`src/rtl/serial_mult_pkg.sv`:
```
package serial_mult_pkg;
  typedef enum logic [1:0] {
    ST_IDLE,
    ST_SETUP,
    ST_ADD,
    ST_FINISH
  } mul_state_e;
endpackage

```
`src/rtl/serial_mult_bit_adder.sv`:
```
// One-bit full adder with the carry held in a flip-flop between cycles.
module serial_mult_bit_adder (
  input  logic clk_i,
  input  logic rst_ni,
  input  logic init_i,
  input  logic cin_i,
  input  logic en_i,
  input  logic x_i,
  input  logic y_i,
  output logic sum_o
);
  logic carry_q;
  logic carry_d;

  assign sum_o   = x_i ^ y_i ^ carry_q;
  assign carry_d = (x_i & y_i) | (x_i & carry_q) | (y_i & carry_q);

  always_ff @(posedge clk_i or negedge rst_ni) begin
    if (!rst_ni)     carry_q <= 1'b0;
    else if (init_i) carry_q <= cin_i;
    else if (en_i)   carry_q <= carry_d;
  end
endmodule

```
`src/rtl/serial_mult_ctrl.sv`:
```
module serial_mult_ctrl
  import serial_mult_pkg::*;
#(
  parameter int unsigned N         = 8,
  parameter bit          SKIP_ZERO = 1'b1
) (
  input  logic clk_i,
  input  logic rst_ni,
  input  logic start_i,
  input  logic cur_b_i,
  output logic load_o,
  output logic setup_o,
  output logic add_o,
  output logic adv_o,
  output logic finish_o,
  output logic busy_o,
  output logic done_o
);
  localparam int unsigned W  = 2 * N;
  localparam int unsigned SW = (N > 1) ? $clog2(N) : 1;
  localparam int unsigned BW = $clog2(W);
  localparam logic [SW-1:0] LAST_STEP = SW'(N - 1);
  localparam logic [BW-1:0] LAST_BIT  = BW'(W - 1);

  mul_state_e state_q, state_d;
  logic [SW-1:0] step_q, step_d;
  logic [BW-1:0] bit_q, bit_d;
  logic done_q;
  logic do_pass;

  // Zero multiplier bits either skip the pass or run it with a zero addend.
  generate
    if (SKIP_ZERO) begin : g_skip
      assign do_pass = cur_b_i;
    end else begin : g_full
      assign do_pass = 1'b1;
    end
  endgenerate

  always_comb begin
    state_d  = state_q;
    step_d   = step_q;
    bit_d    = bit_q;
    load_o   = 1'b0;
    setup_o  = 1'b0;
    add_o    = 1'b0;
    adv_o    = 1'b0;
    finish_o = 1'b0;
    unique case (state_q)
      ST_IDLE: begin
        if (start_i) begin
          load_o  = 1'b1;
          step_d  = '0;
          state_d = ST_SETUP;
        end
      end
      ST_SETUP: begin
        if (do_pass) begin
          setup_o = 1'b1;
          bit_d   = '0;
          state_d = ST_ADD;
        end else begin
          adv_o = 1'b1;
          if (step_q == LAST_STEP) state_d = ST_FINISH;
          else                     step_d  = step_q + 1'b1;
        end
      end
      ST_ADD: begin
        add_o = 1'b1;
        bit_d = bit_q + 1'b1;
        if (bit_q == LAST_BIT) begin
          adv_o = 1'b1;
          if (step_q == LAST_STEP) begin
            state_d = ST_FINISH;
          end else begin
            step_d  = step_q + 1'b1;
            state_d = ST_SETUP;
          end
        end
      end
      ST_FINISH: begin
        finish_o = 1'b1;
        state_d  = ST_IDLE;
      end
      default: state_d = ST_IDLE;
    endcase
  end

  always_ff @(posedge clk_i or negedge rst_ni) begin
    if (!rst_ni) begin
      state_q <= ST_IDLE;
      step_q  <= '0;
      bit_q   <= '0;
      done_q  <= 1'b0;
    end else begin
      state_q <= state_d;
      step_q  <= step_d;
      bit_q   <= bit_d;
      done_q  <= finish_o;
    end
  end

  assign busy_o = (state_q != ST_IDLE);
  assign done_o = done_q;
endmodule

```
`src/rtl/serial_mult_datapath.sv`:
```
module serial_mult_datapath #(
  parameter int unsigned N = 8
) (
  input  logic           clk_i,
  input  logic           rst_ni,
  input  logic           load_i,
  input  logic           setup_i,
  input  logic           add_i,
  input  logic           adv_i,
  input  logic           finish_i,
  input  logic [N-1:0]   a_i,
  input  logic [N-1:0]   b_i,
  output logic           cur_b_o,
  output logic [2*N-1:0] product_o
);
  localparam int unsigned W = 2 * N;

  logic [W-1:0] a_sh_q;    // multiplicand shifted to the current step weight
  logic [N-1:0] b_sh_q;    // remaining multiplier bits, current one at bit 0
  logic [W-1:0] addend_q;  // streamed LSB first during a pass
  logic [W-1:0] acc_q;     // rotated right one bit per add cycle
  logic [W-1:0] prod_q;
  logic         sum_bit;

  serial_mult_bit_adder u_add (
    .clk_i  (clk_i),
    .rst_ni (rst_ni),
    .init_i (setup_i),
    .cin_i  (1'b0),
    .en_i   (add_i),
    .x_i    (acc_q[0]),
    .y_i    (addend_q[0]),
    .sum_o  (sum_bit)
  );

  always_ff @(posedge clk_i or negedge rst_ni) begin
    if (!rst_ni) begin
      a_sh_q   <= '0;
      b_sh_q   <= '0;
      addend_q <= '0;
      acc_q    <= '0;
      prod_q   <= '0;
    end else begin
      if (load_i) begin
        a_sh_q <= {{N{1'b0}}, a_i};
        b_sh_q <= b_i;
        acc_q  <= '0;
      end else if (adv_i) begin
        a_sh_q <= a_sh_q << 1;
        b_sh_q <= b_sh_q >> 1;
      end
      if (setup_i)    addend_q <= b_sh_q[0] ? a_sh_q : '0;
      else if (add_i) addend_q <= addend_q >> 1;
      if (add_i)      acc_q    <= {sum_bit, acc_q[W-1:1]};
      if (finish_i)   prod_q   <= acc_q;
    end
  end

  assign cur_b_o   = b_sh_q[0];
  assign product_o = prod_q;
endmodule

```
`src/rtl/serial_mult.sv`:
```
module serial_mult #(
  parameter int unsigned N         = 8,
  parameter bit          SKIP_ZERO = 1'b1
) (
  input  logic           clk_i,
  input  logic           rst_ni,
  input  logic           start_i,
  input  logic [N-1:0]   a_i,
  input  logic [N-1:0]   b_i,
  output logic [2*N-1:0] product_o,
  output logic           done_o
);
  logic load, setup, add, adv, finish, busy, cur_b;

  serial_mult_ctrl #(.N(N), .SKIP_ZERO(SKIP_ZERO)) u_ctrl (
    .clk_i    (clk_i),
    .rst_ni   (rst_ni),
    .start_i  (start_i),
    .cur_b_i  (cur_b),
    .load_o   (load),
    .setup_o  (setup),
    .add_o    (add),
    .adv_o    (adv),
    .finish_o (finish),
    .busy_o   (busy),
    .done_o   (done_o)
  );

  serial_mult_datapath #(.N(N)) u_dp (
    .clk_i     (clk_i),
    .rst_ni    (rst_ni),
    .load_i    (load),
    .setup_i   (setup),
    .add_i     (add),
    .adv_i     (adv),
    .finish_i  (finish),
    .a_i       (a_i),
    .b_i       (b_i),
    .cur_b_o   (cur_b),
    .product_o (product_o)
  );
endmodule

```
`config.mk`:
```
export PLATFORM = sky130hd
export DESIGN_NAME = serial_mult
export DESIGN_NICKNAME = d
export VERILOG_FILES = /design/src/rtl/serial_mult_pkg.sv /design/src/rtl/serial_mult_bit_adder.sv /design/src/rtl/serial_mult_ctrl.sv /design/src/rtl/serial_mult_datapath.sv /design/src/rtl/serial_mult.sv
export SDC_FILE = /design/constraint.sdc
export NUM_CORES = 1
export LEC_CHECK = 0
export ABC_AREA = 1
export BUFFER_PORTS_ARGS = -buffer_cell sky130_fd_sc_hd__buf_2
export CAP_MARGIN = 20
export CELL_PAD_IN_SITES_DETAIL_PLACEMENT = 1
export CELL_PAD_IN_SITES_GLOBAL_PLACEMENT = 2
export CORE_ASPECT_RATIO = 0.7
export CORE_MARGIN = 2
export CORE_UTILIZATION = 40
export CTS_BUF_LIST = sky130_fd_sc_hd__clkbuf_8
export CTS_CLUSTER_SIZE = 28
export DETAILED_ROUTE_END_ITERATION = 8
export PLACE_DENSITY = 0.95
export SLEW_MARGIN = 20
export SYNTH_ARGS = -nofsm -noshare
export SYNTH_HDL_FRONTEND = slang
export SYNTH_HIERARCHICAL = 1
export SYNTH_SLANG_ARGS = --single-unit
```
`constraint.sdc`:
```
create_clock -name clk_i -period 4.2 [get_ports clk_i]
set_clock_uncertainty 0.1 [all_clocks]
set_input_delay 0.63 -clock clk_i [delete_from_list [all_inputs] [get_ports clk_i]]
set_output_delay 0.63 -clock clk_i [all_outputs]
set_load 0.01 [all_outputs]
```
## Word-level counts from Yosys, hierarchy flattened

Cells that the tools add are included.
Widths: inputs -> output; s select.

- Input port bits: 19
- ROM bits: 0
- Word-level logic and storage cells: 71
- Memories: 0
- Bits in latches: 0
- Bits in registers: 83
- Output and inout bits: 17
- Memory bits (writable): 0

- Bitwise gates (word level): 7
- Equal/unequal tests: 10
- Reduce and logical (&&, ||, !) cells: 9
- Shift operators: 0
- Divide/modulo/power cells: 0
- $add $sub $neg: 2
- Multiply operators: 0
- Magnitude comparators: 0
- Mux-type cells: 33

Operator list:

| operator | number |
|---|---|
| $mux 16 | 7 |
| $mux 8 | 2 |
| $mux 3 | 4 |
| $mux 1 | 10 |
| $mux 2 | 5 |
| $pmux 3 s3 | 1 |
| $pmux 2 s4 | 1 |
| $pmux 4 s2 | 1 |
| $reduce_bool 2->1 | 4 |
| $add 4x1->4 const B | 1 |
| $eq 2x2->1 const B | 2 |
| $eq 4x4->1 const B | 1 |
| $mux 4 | 1 |
| $ne 2x1->1 const B | 2 |
| $ne 2x2->1 const B | 2 |
| $reduce_and 4->1 | 1 |
| $add 3x1->3 const B | 1 |
| $and 1x1->1 | 3 |
| $eq 3x3->1 const B | 1 |
| $ne 3x1->1 const B | 1 |
| $reduce_and 3->1 | 1 |
| $reduce_bool 3->1 | 1 |
| $eq 2x1->1 const B | 1 |
| $logic_not 2->1 | 1 |
| other kinds (4) | 6 |

## Logic depth before layout (Yosys ltp)

Gate-level depths: netlist of the first run.

- Depth in word-level cells: 5
- Depth in mapped cells: 11
- Depth with buffers taken out: 9

## Hierarchy

The synthesis of the first run kept the hierarchy.

Modules (own cells, without submodules):

| module | area each (sq um) | times used | seq. area each (sq um) | cells an instance |
|---|---|---|---|---|
| serial_mult_datapath | 3088.0 | 1 | 1801.7 | 364 |
| serial_mult_ctrl | 693.2 | 1 | 250.2 | 94 |
| serial_mult_bit_adder | 80.1 | 1 | 25.0 | 11 |

## Least setup slack after synthesis of the first run

Ideal clock, no wire load.

- Path kind: reg2reg
- Start: register u_ctrl.state_q[0]
- End: register u_dp.a_sh_q[14]
- Path slack: 2.095 ns
- Required time: 3.963 ns
- Setup time: 0.137 ns
- Buffers on the path: 2
- Arrival: 1.868 ns
- Clock period less this slack: 2.105 ns
- Stages on the path, launching flop included: 8
- Cells stage by stage: dfrtp_1 inv_1 ha_1 buf_2 nand4_1 a21oi_1 clkbuf_1 o21ai_0

- Cells in the longest elaborated chain, start to end: 3
- Elaborated cells on any way between the ends: 7
- Classes of those cells: eq/ne (2); mux (3); reduce/logical (2)

RTL lines:

| item | RTL line | source |
|---|---|---|
| start, declared | serial_mult_ctrl.sv:25 | `mul_state_e state_q, state_d;` |
| start signal, assigned | serial_mult_ctrl.sv:96 | `state_q <= state_d;` |
| $eq 2x2->1 or $eq 2x1->1 (tied branches) | serial_mult_ctrl.sv:49 | `unique case (state_q)` |
| $pmux 1 s2 * | serial_mult_ctrl.sv:49 |  |
| named net adv | serial_mult.sv:13 | `logic load, setup, add, adv, finish, busy, cur_b;` |
| $reduce_bool 2->1 (no source line) * | n/a |  |
| end signal, assigned | serial_mult_datapath.sv:45 | `a_sh_q <= {{N{1'b0}}, a_i};` |
| end signal, assigned | serial_mult_datapath.sv:49 | `a_sh_q <= a_sh_q << 1;` |
| end, declared | serial_mult_datapath.sv:18 | `logic [W-1:0] a_sh_q;` |

Mark *: on every way through the listed nets, which the timed path passes. The rest lies on a longest branch.
A chain may end at the register's enable or synchronous reset.

## Worst setup path in the final report of the first run

- Start: register u_ctrl.state_q[0]
- End: register u_dp.a_sh_q[5]

The elaborated chain is that of the path after synthesis.

==> reports/results.tsv, run 1 <==
stage	metric	value	unit
cells_and_area	num_antenna_cells	0	
synth	syn_inst	469	
flow_run	drv_cap	0	
grt	track_usage	19.18	%
cts	htreeDepth	3	
timing	fin_ws	1.448	ns
floorplanning	core-area	9216	µm²
synth	ys_seq_area_share	53.79	%
synth	synthesis.nets	497	
grt	grt_pass1_wl	15630	µm
timing	min_period_over_period	65.52	%
worst_setup_path	critPathMaxFanout	23	
synth	avgSynthCellArea	8.233	µm²
floorplanning	ios	36	
grt	grt_max_degree	84	
route	drc	0	
timing	rsz0062_at_grt	false	
synth	ys_types	24	
timing	setup_tns	0	ns
synth	yosys_register_bits	83	
power	power_density	694.5	nW/µm²
timing	min_period	2.752	ns
cts	clk_latency	0.37	ns
power	leakage	2.312	nW
outcome	outcome	completed	
timing	slew_headroom	49.41	%
cells_and_area	syn2layout_area_growth	11.15	%
place	dpl.cell_count	608	
grt	grt_antenna_before_repair	0	
worst_setup_path	critical_path_class	reg2reg	
cts	clock_sinks	83	
route	postRouteAntennaNets	0	
hold_path	hold_class	in2async	
worst_setup_path	cp.arrival	2.95	ns
cts	holdBufCountCts	0	
floorplanning	die_h	86.20	µm
cts	post_cts_buffers	0	
cts	post_cts_resized	0	
place	hpwlAfterDp	6236	µm
worst_setup_path	end_kind	flip-flop	
timing	hold_viol_final	0	
route	routed_wl	9016	µm
cts	cts_root_buf	clkbuf_8	
route	wl_per_cell	14.45	µm
cts	cts_buffer_depth	2	
timing	drv_slew	0	
route	drtPass1Iterations	4	
place	io_buffers	35	
cells_and_area	num-fill-cells	1157	
grt	grt_pass1_vias	3214	
cts	cts_tree	done	
synth	ys.warnings.count	6	
grt	grt.overflow.total	0	
route	drt-initial-drc-count	200	
cells_and_area	nets	523	
worst_setup_path	cp.required	4.40	ns
cells_and_area	drive_above_1_share	13.40	%
place	gp_congestion	0.7571	
floorplanning	fp.dieW	121.4	µm
floorplanning	rows	29	
timing	fmax	0.3634	GHz
timing	setup_viol	0	
worst_setup_path	crit_path_start_kind	flip-flop	
power	ir_drop	0.2882	mV
place	pre_cts_slack	1.151	ns
floorplanning	dieArea	10470	µm²
cts	clkTransAtPathRegs	0.08	ns
cts	cts_buffers	9	
route	routed_via_density	4.934	
floorplanning	initial_core_util	41.90	%
synth	synthesis.area	3861	µm²
timing	worst_pin_slew	0.7588	ns
route	vias	3079	
cells_and_area	fin_cells	624	
[worst paths after layout]
path | startpoint | to | slack, ns | cells past startpoint
worst max-delay path | u_ctrl/state_q[0] | u_dp/a_sh_q[5] | 1.45 | 8
worst min-delay path | rst_ni | u_ctrl/step_q[1] | 0.19 | 1
worst max register to register | u_ctrl/state_q[0] | u_dp/a_sh_q[5] | 1.45 | 8
worst min register to register | u_dp/addend_q[6] | u_dp/addend_q[6] | 0.38 | 2
max in group asynchronous | rst_ni | u_dp/product_o[1] | 3.28 | 1
min in group clk_i | b_i[7] | u_dp/b_sh_q[7] | 0.36 | 3
[sequential cells by signal (all words and copies together), names as in the netlist, 2 cells and up]
register and flops:
u_ctrl/bit_q 4, u_dp/acc_q 16, u_ctrl/state_q 2, u_dp/product_o 16, u_dp/b_sh_q 8, u_ctrl/step_q 3
u_dp/addend_q 16, u_dp/a_sh_q 16
[layer usage]
| metal | track usage [%] | part of all wire [%] |
|---|---|---|
| met1 | 26.66 | 50 |
| met4 | 5.120 | 1.3 |
| met3 | 5.987 | 3.8 |
| met5 | 0 | 0 |
| met2 | 29.37 | 45 |
[power by group]
group          switching, mW  total (mW)  internal [mW]
logic                  0.764        1.12          0.355
clock network          0.292       0.643          0.351
registers              0.177        1.22           1.04
[synthesized netlist by cell type, drive strengths merged]
master	n	area share [%]
nand2	177	18
dfrtp	83	54
nand3	55	7.3
inv	52	5.1
nor2	26	3.0
a21oi	20	2.6
buf	18	3.4
o22ai	14	2.3
o21ai	9	1.2
ha	8	2.6
clkbuf	2	0.19
a22oi	1	0.19
conb	1	0.097
fa	1	0.52
nand4	1	0.16
or2	1	0.16
[metrics by stage]
stage	power, mW	area (µm²)	utilization, %	hold WS [ns]
global route	3.244	4292	46.57	0.2462
floorplan	2.068	3861	-	0.2344
detailed placement	2.364	4056	44.01	0.3652
finish	2.981	4292	46.57	0.1919
global placement	2.285	4056	44.01	0.3579
CTS	3.026	4282	46.46	0.3444
[layout make-up]
type / instances / area, µm² / area share (%)
flip-flops and latches: 83 / 2077 / 48.40
well taps: 124 / 155.1 / 3.615
repair buffers: 35 / 181.4 / 4.227
clock inverters: 6 / 87.58 / 2.041
inverters: 52 / 195.2 / 4.548
multi-input cells: 314 / 1458 / 33.97
clock buffers: 10 / 137.6 / 3.207
[placed cells by master (no fill, tap or decap), drive strengths merged]
cell type | Yosys | final
a22oi | 1 | 1
nand4 | 1 | 1
conb | 1 | 1
buf | 18 | 35
clkinvlp | 0 | 2
or2 | 1 | 1
clkbuf | 2 | 10
o22ai | 14 | 14
nand3 | 55 | 55
a21oi | 20 | 20
bufinv | 0 | 2
nor2 | 26 | 26
fa | 1 | 1
ha | 8 | 8
inv | 52 | 54
dfrtp | 83 | 83
o21ai | 9 | 9
nand2 | 177 | 177
[cell families (layout without fill, tap and decap cells)]
family / count (synthesis) / count (layout) / synth area share, %
simple gates: 260 / 260 / 28.16
other cells: 1 / 1 / 0.09712
compound gates: 44 / 44 / 6.222
fa+ha+maj: 9 / 9 / 3.111
buf+inv: 72 / 103 / 8.620
flops: 83 / 83 / 53.79
[critical path, stage by stage, from the launching register on]
cell and delay [ns]:
dfrtp_1 0.43, inv_1 0.16, ha_1 0.55, nand4_1 0.19, a21oi_2 0.55, nor2_4 0.24
inv_1 0.24, nand3_1 0.12, nand2_1 0.10
Note: power is estimated with default switching activity, not from simulation.
==> run 2, diff against run 1 <==
--- a/config.mk
+++ b/config.mk
@@ -5,18 +5,18 @@
 export SDC_FILE = /design/constraint.sdc
 export NUM_CORES = 1
 export LEC_CHECK = 0
-export ABC_AREA = 1
+export ABC_AREA = 0
 export BUFFER_PORTS_ARGS = -buffer_cell sky130_fd_sc_hd__buf_2
 export CAP_MARGIN = 20
 export CELL_PAD_IN_SITES_DETAIL_PLACEMENT = 1
 export CELL_PAD_IN_SITES_GLOBAL_PLACEMENT = 2
 export CORE_ASPECT_RATIO = 0.7
 export CORE_MARGIN = 2
-export CORE_UTILIZATION = 40
+export CORE_UTILIZATION = 41
 export CTS_BUF_LIST = sky130_fd_sc_hd__clkbuf_8
 export CTS_CLUSTER_SIZE = 28
 export DETAILED_ROUTE_END_ITERATION = 8
-export PLACE_DENSITY = 0.95
+export PLACE_DENSITY = 0.92
 export SLEW_MARGIN = 20
 export SYNTH_ARGS = -nofsm -noshare
 export SYNTH_HDL_FRONTEND = slang
==> constraint.sdc (replaced) <==
create_clock -name clk_i -period 2.8 [get_ports clk_i]
set_clock_uncertainty 0.1 [all_clocks]
set_input_delay 0.42 -clock clk_i [delete_from_list [all_inputs] [get_ports clk_i]]
set_output_delay 0.42 -clock clk_i [all_outputs]
set_load 0.01 [all_outputs]
==> run 2 against run 1 <==
Fmax increased by 26%. Flip-flop and latch count unchanged. Register-to-register slack got worse by 0.83 ns. Final cell count decreased by 23%. Wire length decreased by 19%. Worst setup slack got worse by 0.83 ns. Sequential share of layout area increased by 0.59 points. Critical path type unchanged. Critical endpoint is now u_ctrl/step_q[0]. Largest power group unchanged. Highest routed layer unchanged.
==> reports/results.tsv, run 2 <==
stage	metric	value	unit	change
place	place_area	4034	µm²	-0.56%
synth	synth.cells.most_frequent	dfrtp_1 (83), mux2i_1 (41), nand2_1 (38)		
synth	syn_inst	321		-32%
synth	avgSynthCellArea	11.79	µm²	+43%
route	postRouteAntennaNets	0		unchanged
timing	fmax	0.4574	GHz	+26%
worst_setup_path	reg2reg_to	u_ctrl/step_q[0]		
synth	ys_async_sr_fraction	100.0	%	unchanged
route	routed_wl	7304	µm	-19%
worst_setup_path	cp.required	2.94	ns	-1.46 ns
worst_setup_path	reg2reg_depth	6		-2
place	io_buffers	35		unchanged
grt	grt_pass1_wl	12380	µm	-21%
place	hpwlAfterDp	4825	µm	-23%
worst_setup_path	max_stage_delay	0.51	ns	-0.04 ns
grt	grt_antenna_before_repair	0		unchanged
cts	cts_tree	done		
worst_setup_path	cp.arrival	2.33	ns	-0.62 ns
floorplanning	rows	29		unchanged
worst_setup_path	critPathMaxFanout	56		+140%
synth	synthFlopType	dfrtp_1		
timing	worst_pin_slew	0.6758	ns	-0.08304 ns
floorplanning	initial_core_util	42.06	%	+0.17 points
grt	grt.overflow.total	0		unchanged
flow_run	drv_cap	0		unchanged
synth	synthesis.area	3785	µm²	-2.0%
timing	drv_slew	0		unchanged
worst_setup_path	slowest_stage	buf_4		
worst_setup_path	reg2reg_setup_slack	0.61	ns	-0.83 ns
floorplanning	dieArea	10030	µm²	-4.2%
floorplanning	core-area	8999	µm²	-2.4%
route	drt-initial-drc-count	115		-43%
cts	post_cts_buffers	0		unchanged
timing	setup_tns	0	ns	unchanged
worst_setup_path	reg2reg_from	u_ctrl/state_q[0]		
synth	yosys.area.top_type	dfrtp_1		
cts	cts_root_buf	clkbuf_8		
route	wl_per_cell	15.22	µm	+5.3%
route	drc	0		unchanged
synth	ys_seq_area_share	54.88	%	+1.1 points
synth	ys_types	36		+50%
floorplanning	fp.dieW	118.8	µm	-2.1%
synth	synth.top_cells.by_area	dfrtp_1 (55%), mux2i_1 (11%), o21ai_1 (4.9%)		
cells_and_area	num_antenna_cells	0		unchanged
grt	track_usage	15.52	%	-3.7 points
cts	cts_buffers	9		unchanged
power	ir_drop	0.4988	mV	+73%
timing	holdWs	0.001909	ns	-0.1900 ns
cts	htreeDepth	3		unchanged
synth	synthesis.nets	349		-30%
synth	yosys_register_bits	83		unchanged
cells_and_area	drive_above_1_share	18.26	%	+4.9 points
hold_path	hold_class	in2async		
cells_and_area	final_cell_mix	dfrtp_1 (83), mux2i_1 (41), nand2_1 (38)		
cts	clk_latency	0.35	ns	-0.02 ns
timing	rsz0062_at_grt	false		
cts	cts_buffer_depth	2		unchanged
power	leakage	1.973	nW	-15%
power	power_density	969.4	nW/µm²	+40%
cells_and_area	syn2layout_area_growth	12.03	%	
timing	slew_headroom	54.95	%	+5.5 points
cells_and_area	final_common_cell	dfrtp_1		
grt	grt_max_degree	57		-32%
timing	min_period_over_period	78.07	%	+13 points
cells_and_area	fin_area	4240	µm²	-1.2%
synth	synth_top_area_share	54.88	%	+1.1 points
cells_and_area	final_core_util	47.12	%	+0.56 points
timing	setup_viol	0		unchanged
timing	hold_viol_final	0		unchanged
worst_setup_path	critical_path_class	reg2reg		
worst_setup_path	crit_path_start_kind	flip-flop		
cts	holdBufCountCts	0		unchanged
worst_setup_path	end_kind	flip-flop		
floorplanning	die_h	84.39	µm	-2.1%
outcome	outcome	completed		
route	vias	2425		-21%
grt	grt_pass1_vias	2483		-23%
cts	post_cts_resized	0		unchanged
synth	ys.warnings.count	6		unchanged
synth	synth-edff-count	0		unchanged
cts	clkTransAtPathRegs	0.08	ns	about the same
route	routed_via_density	5.052		+2.4%
timing	min_period	2.186	ns	-0.5658 ns
worst_setup_path	path_cells	inv_1 > ha_2 > buf_4 > a2bb2oi_4 > and3b_4 > mux2_4		
synth	synth.most_common_cell	dfrtp_1		
place	gp_congestion	0.7218		-4.7%
route	drtPass1Iterations	4		unchanged
cells_and_area	nets	380		-27%
cts	clock_sinks	83		unchanged
floorplanning	ios	36		unchanged
run 2: cell types whose count changed in the layout (fill, tap and decap cells not counted), moves of 7 or more:
cell / delta
a21oi_1: -18
buf_4: +7
inv_1: -42
mux2_1: +16
mux2i_1: +41
nand2_1: -134
nand2b_1: +18
nand3_1: -51
nor2_1: -10
o21ai_0: -7
o21ai_1: +35
o22ai_1: -14
o2bb2ai_1: +13
run 2: worst max path at each step:
stage	from	end	slack (ns)
2_1_floorplan	u_ctrl/state_q[0]	u_dp/a_sh_q[10]	0.81
3_3_place_gp	u_ctrl/state_q[0]	u_ctrl/step_q[0]	0.71
3_5_place_dp	u_ctrl/state_q[0]	u_ctrl/step_q[0]	0.60
4_1_cts	u_ctrl/state_q[0]	u_ctrl/step_q[0]	0.60
5_1_grt	u_ctrl/state_q[0]	u_ctrl/step_q[0]	0.49
6_report	u_ctrl/state_q[0]	u_ctrl/step_q[0]	0.61
run 2: per-stage QoR:
stage	setup WS, ns	std cells	total power, mW
after floorplan	0.8122	321	2.916
after global placement	0.7091	465	3.134
after detailed placement	0.6025	465	3.234
after CTS	0.5995	480	4.167
after global routing	0.4913	480	4.397
final	0.6140	480	4.110
run 2: cell families (layout without fill, tap and decap cells):
kind of cell	count (synthesis)	in the layout	share of synthesized area, %
other	1	1	0.09908
adders and majority gates	9	9	3.174
muxes	58	58	16.00
and+or+nand+nor	79	79	9.984
DFF	83	83	54.88
buffers and inverters	28	63	4.727
AOI/OAI and AO/OA	63	63	11.14
run 2: report_power, final:
part           total [mW]  leakage, nW  switching, mW  internal [mW]
registers            1.77         1.12          0.242           1.53
logic                1.42        0.745          0.779          0.645
clock network       0.919        0.110          0.426          0.493
run 2: layer usage:
metal | vias to the layer above | track usage [%] | part of all wire, %
met2 | 34 | 24.97 | 46
li1 | 1169 | - | -
met1 | 1217 | 20.79 | 50
met3 | 5 | 4.348 | 3.3
met5 | - | 0 | 0
met4 | 0 | 4.221 | 0.81
run 2: final cells by class:
class | instances | area (µm²)
well taps | 124 | 155.1
clock buffers | 9 | 123.9
clock inverters | 6 | 82.58
multi-input cells | 210 | 1536
flip-flops and latches | 83 | 2077
fillers | 999 | 4758
inverters | 6 | 22.52
repair buffers | 42 | 242.7
run 2: worst max-delay path: cells and delay by family, from the launching register on:
family | cells | cell delay [ns]
buffers and inverters | 2 | 0.68
DFF | 1 | 0.45
muxes | 1 | 0.29
and+or+nand+nor | 1 | 0.23
AOI/OAI and AO/OA | 1 | 0.13
adders and majority gates | 1 | 0.21
==> run 3, diff against run 2 <==
--- a/config.mk
+++ b/config.mk
@@ -12,11 +12,11 @@
 export CELL_PAD_IN_SITES_GLOBAL_PLACEMENT = 2
 export CORE_ASPECT_RATIO = 0.7
 export CORE_MARGIN = 2
-export CORE_UTILIZATION = 41
+export CORE_UTILIZATION = 37
 export CTS_BUF_LIST = sky130_fd_sc_hd__clkbuf_8
 export CTS_CLUSTER_SIZE = 28
 export DETAILED_ROUTE_END_ITERATION = 8
-export PLACE_DENSITY = 0.92
+export PLACE_DENSITY = 0.88
 export SLEW_MARGIN = 20
 export SYNTH_ARGS = -nofsm -noshare
 export SYNTH_HDL_FRONTEND = slang
==> constraint.sdc (replaced) <==
create_clock -name clk_i -period 1.9 [get_ports clk_i]
set_clock_uncertainty 0.1 [all_clocks]
set_input_delay 0.285 -clock clk_i [delete_from_list [all_inputs] [get_ports clk_i]]
set_output_delay 0.285 -clock clk_i [all_outputs]
set_load 0.01 [all_outputs]
==> run 3 against run 2 <==
Clock-buffer cell count is the same. Utilization down 0.35 points. Non-clock buffer count rose by 16. Critical path type unchanged. Critical endpoint is now u_dp/a_sh_q[3].
==> reports/results.tsv, run 3 (synthesis gave the netlist of run 2 again) <==
stage	metric	value	unit	change
power	combPwrFrac	40.7	%	+6.1 points
worst_setup_path	reg2reg_from	u_ctrl/state_q[0]		
route	routed_via_density	5.054		about the same
worst_setup_path	slowest_stage	dfrtp_2		
worst_setup_path	critPathMaxFanout	6		-89%
cts	clock_sinks	83		unchanged
floorplanning	die_h	88.62	µm	+5.0%
cells_and_area	drive_above_1_share	24.93	%	+6.7 points
worst_setup_path	reg2reg_setup_slack	0.01	ns	-0.60 ns
cts	cts_buffer_depth	2		unchanged
floorplanning	ios	36		unchanged
flow_run	drv_cap	0		unchanged
grt	grt_max_degree	55		-3.5%
power	leakage	2.105	nW	+6.7%
floorplanning	dieArea	11070	µm²	+10%
worst_setup_path	critPathCapture	u_dp/a_sh_q[3]		
timing	drv_slew	0		unchanged
route	vias	2532		+4.4%
power	p_sw	2.398	mW	+66%
power	ir_drop	0.5351	mV	+7.3%
cts	cts_tree	done		
floorplanning	initial_core_util	38.49	%	-3.6 points
place	hpwlAfterDp	5215	µm	+8.1%
cts	clk_latency	0.36	ns	about the same
worst_setup_path	crit_path_start	u_ctrl/state_q[0]		
timing	min_period	1.885	ns	-0.3007 ns
worst_setup_path	max_stage_delay	0.46	ns	-0.05 ns
route	postRouteAntennaNets	0		unchanged
cells_and_area	syn2layout_area_growth	21.52	%	
cells_and_area	final_common_cell	dfrtp_1		
route	drc	0		unchanged
worst_setup_path	path_depth	8		+2
route	drtPass1Iterations	4		unchanged
route	drt-initial-drc-count	153		+33%
cts	cts_root_buf	clkbuf_8		
power	p_int	4.466	mW	+68%
timing	setup_tns	0	ns	unchanged
place	place_area	4144	µm²	+2.7%
worst_setup_path	path_cells	inv_4 > ha_4 > nand4_1 > a21boi_4 > buf_12 > buf_16 > mux2i_1 > o21ai_1		
worst_setup_path	cp.arrival	2.03	ns	-0.30 ns
worst_setup_path	reg2reg_to	u_dp/a_sh_q[3]		
timing	hold_viol_final	0		unchanged
grt	track_usage	15.79	%	+0.27 points
cts	clkTransAtPathRegs	0.08	ns	about the same
floorplanning	fp.dieW	124.9	µm	+5.1%
timing	fmax	0.5304	GHz	+16%
grt	grt_pass1_wl	13770	µm	+11%
cells_and_area	nets	396		+4.2%
cts	cts_buffers	9		unchanged
route	wl_per_cell	16.42	µm	+7.9%
worst_setup_path	reg2reg_depth	8		+2
cells_and_area	fin_area	4599	µm²	+8.5%
floorplanning	rows	30		+3.4%
timing	min_period_over_period	99.23	%	+21 points
outcome	outcome	completed		
worst_setup_path	critical_path.top_delay_family	flip-flops		
power	switching_share	34.94	%	-0.26 points
worst_setup_path	path_buf_inv	3		+1
worst_setup_path	crit_path_start_kind	flip-flop		
timing	rsz0062_at_grt	true		
cells_and_area	final_cell_mix	dfrtp_1 (81), mux2i_1 (39), nand2_1 (38)		
route	routed_wl	8225	µm	+13%
hold_path	hold_class	in2reg		
power	totalPowerFinal	6.864	mW	+67%
power	power_frac_seq	38.4	%	-4.6 points
cells_and_area	num-fill-cells	1062		+6.3%
power	power_density	1492	nW/µm²	+54%
place	gp_congestion	0.7578		+5.0%
grt	grt_antenna_before_repair	0		unchanged
floorplanning	core-area	9834	µm²	+9.3%
grt	grt.overflow.total	0		unchanged
worst_setup_path	cp.required	2.05	ns	-0.89 ns
grt	grt_pass1_vias	2709		+9.1%
place	io_buffers	35		unchanged
cells_and_area	num_antenna_cells	0		unchanged
cts	htreeDepth	3		unchanged
timing	setup_viol	0		unchanged
power	power.share.clock	20.9	%	-1.5 points
worst_setup_path	end_kind	flip-flop		
worst_setup_path	critical_path_class	reg2reg		
==> run 3: changes by cell type in the layout (fill, tap and decap cells not counted), moves of 3 or more <==
| cell | change |
|---|---|
| buf_12 | +8 |
| ha_1 | -3 |
| buf_4 | +4 |
| inv_1 | -3 |
==> run 3: cell type report <==
class | instances | area [µm²] | area share [%]
repair buffers | 58 | 520.5 | 11.32
well taps | 128 | 160.2 | 3.482
inverters | 6 | 25.02 | 0.5441
clock inverters | 7 | 101.3 | 2.203
clock buffers | 9 | 123.9 | 2.693
multi-input cells | 210 | 1589 | 34.55
flip-flops and latches | 83 | 2079 | 45.21
==> run 3: power by group through the flow <==
stage	combinational, mW	sequential (mW)	clock (mW)
after global routing	3.06	2.70	1.55
after detailed placement	2.30	2.65	0
after CTS	2.52	2.63	1.48
after floorplan	1.76	2.56	0
after global placement	2.19	2.61	0
final	2.79	2.63	1.44
==> run 3: how the worst min path moves through the flow <==
stage | slack (ns) | to | depth (start not counted) | startpoint
after floorplan | -0.11 | u_ctrl/bit_q[0] | 0 | rst_ni
after global placement | 0.1 | u_dp/product_o[7] | 1 | rst_ni
after detailed placement | 0.11 | u_dp/product_o[6] | 1 | rst_ni
after CTS | 0.02 | u_dp/b_sh_q[4] | 3 | b_i[4]
after global routing | 0.04 | u_dp/a_sh_q[6] | 3 | a_i[6]
final | 0.04 | u_dp/b_sh_q[4] | 3 | b_i[4]
==> run 3: worst min-delay path, cell delays in order <==
cell and delay (ns):
buf_2 0.07, nand2_1 0.04, o21ai_1 0.06
==> run 3: repair_timing <==
item                       in CTS  in global routing
hold buffers                    1                  0
pin swaps                       2                  4
gates resized for setup         9                  5
setup endpoints to repair       6                 22
cloned                          1                  2
setup buffers                   2                  6
hold endpoints to repair       21                  0
==> run 3: stage by stage <==
| step | hold WS, ns | cells | util [%] | setup slack (ns) |
|---|---|---|---|---|
| 3_3_place_gp | 0.09710 | 473 | 42.14 | 0.04995 |
| 4_1_cts | 0.02164 | 493 | 45.47 | -0.002341 |
| 3_5_place_dp | 0.1070 | 473 | 42.14 | -0.02252 |
| 5_1_grt | 0.03962 | 501 | 46.77 | -0.09482 |
| 2_1_floorplan | -0.1106 | 321 | - | 0.01067 |
| 6_report | 0.04214 | 501 | 46.77 | 0.01470 |
==> run 3: routing by layer <==
layer | vias up | GRT usage [%] | wire [µm]
met3 | 10 | 4.172 | 261
met5 | - | 0 | 0
met2 | 39 | 26.43 | 3839
met1 | 1279 | 20.35 | 4026
met4 | 0 | 5.455 | 97
li1 | 1204 | - | -
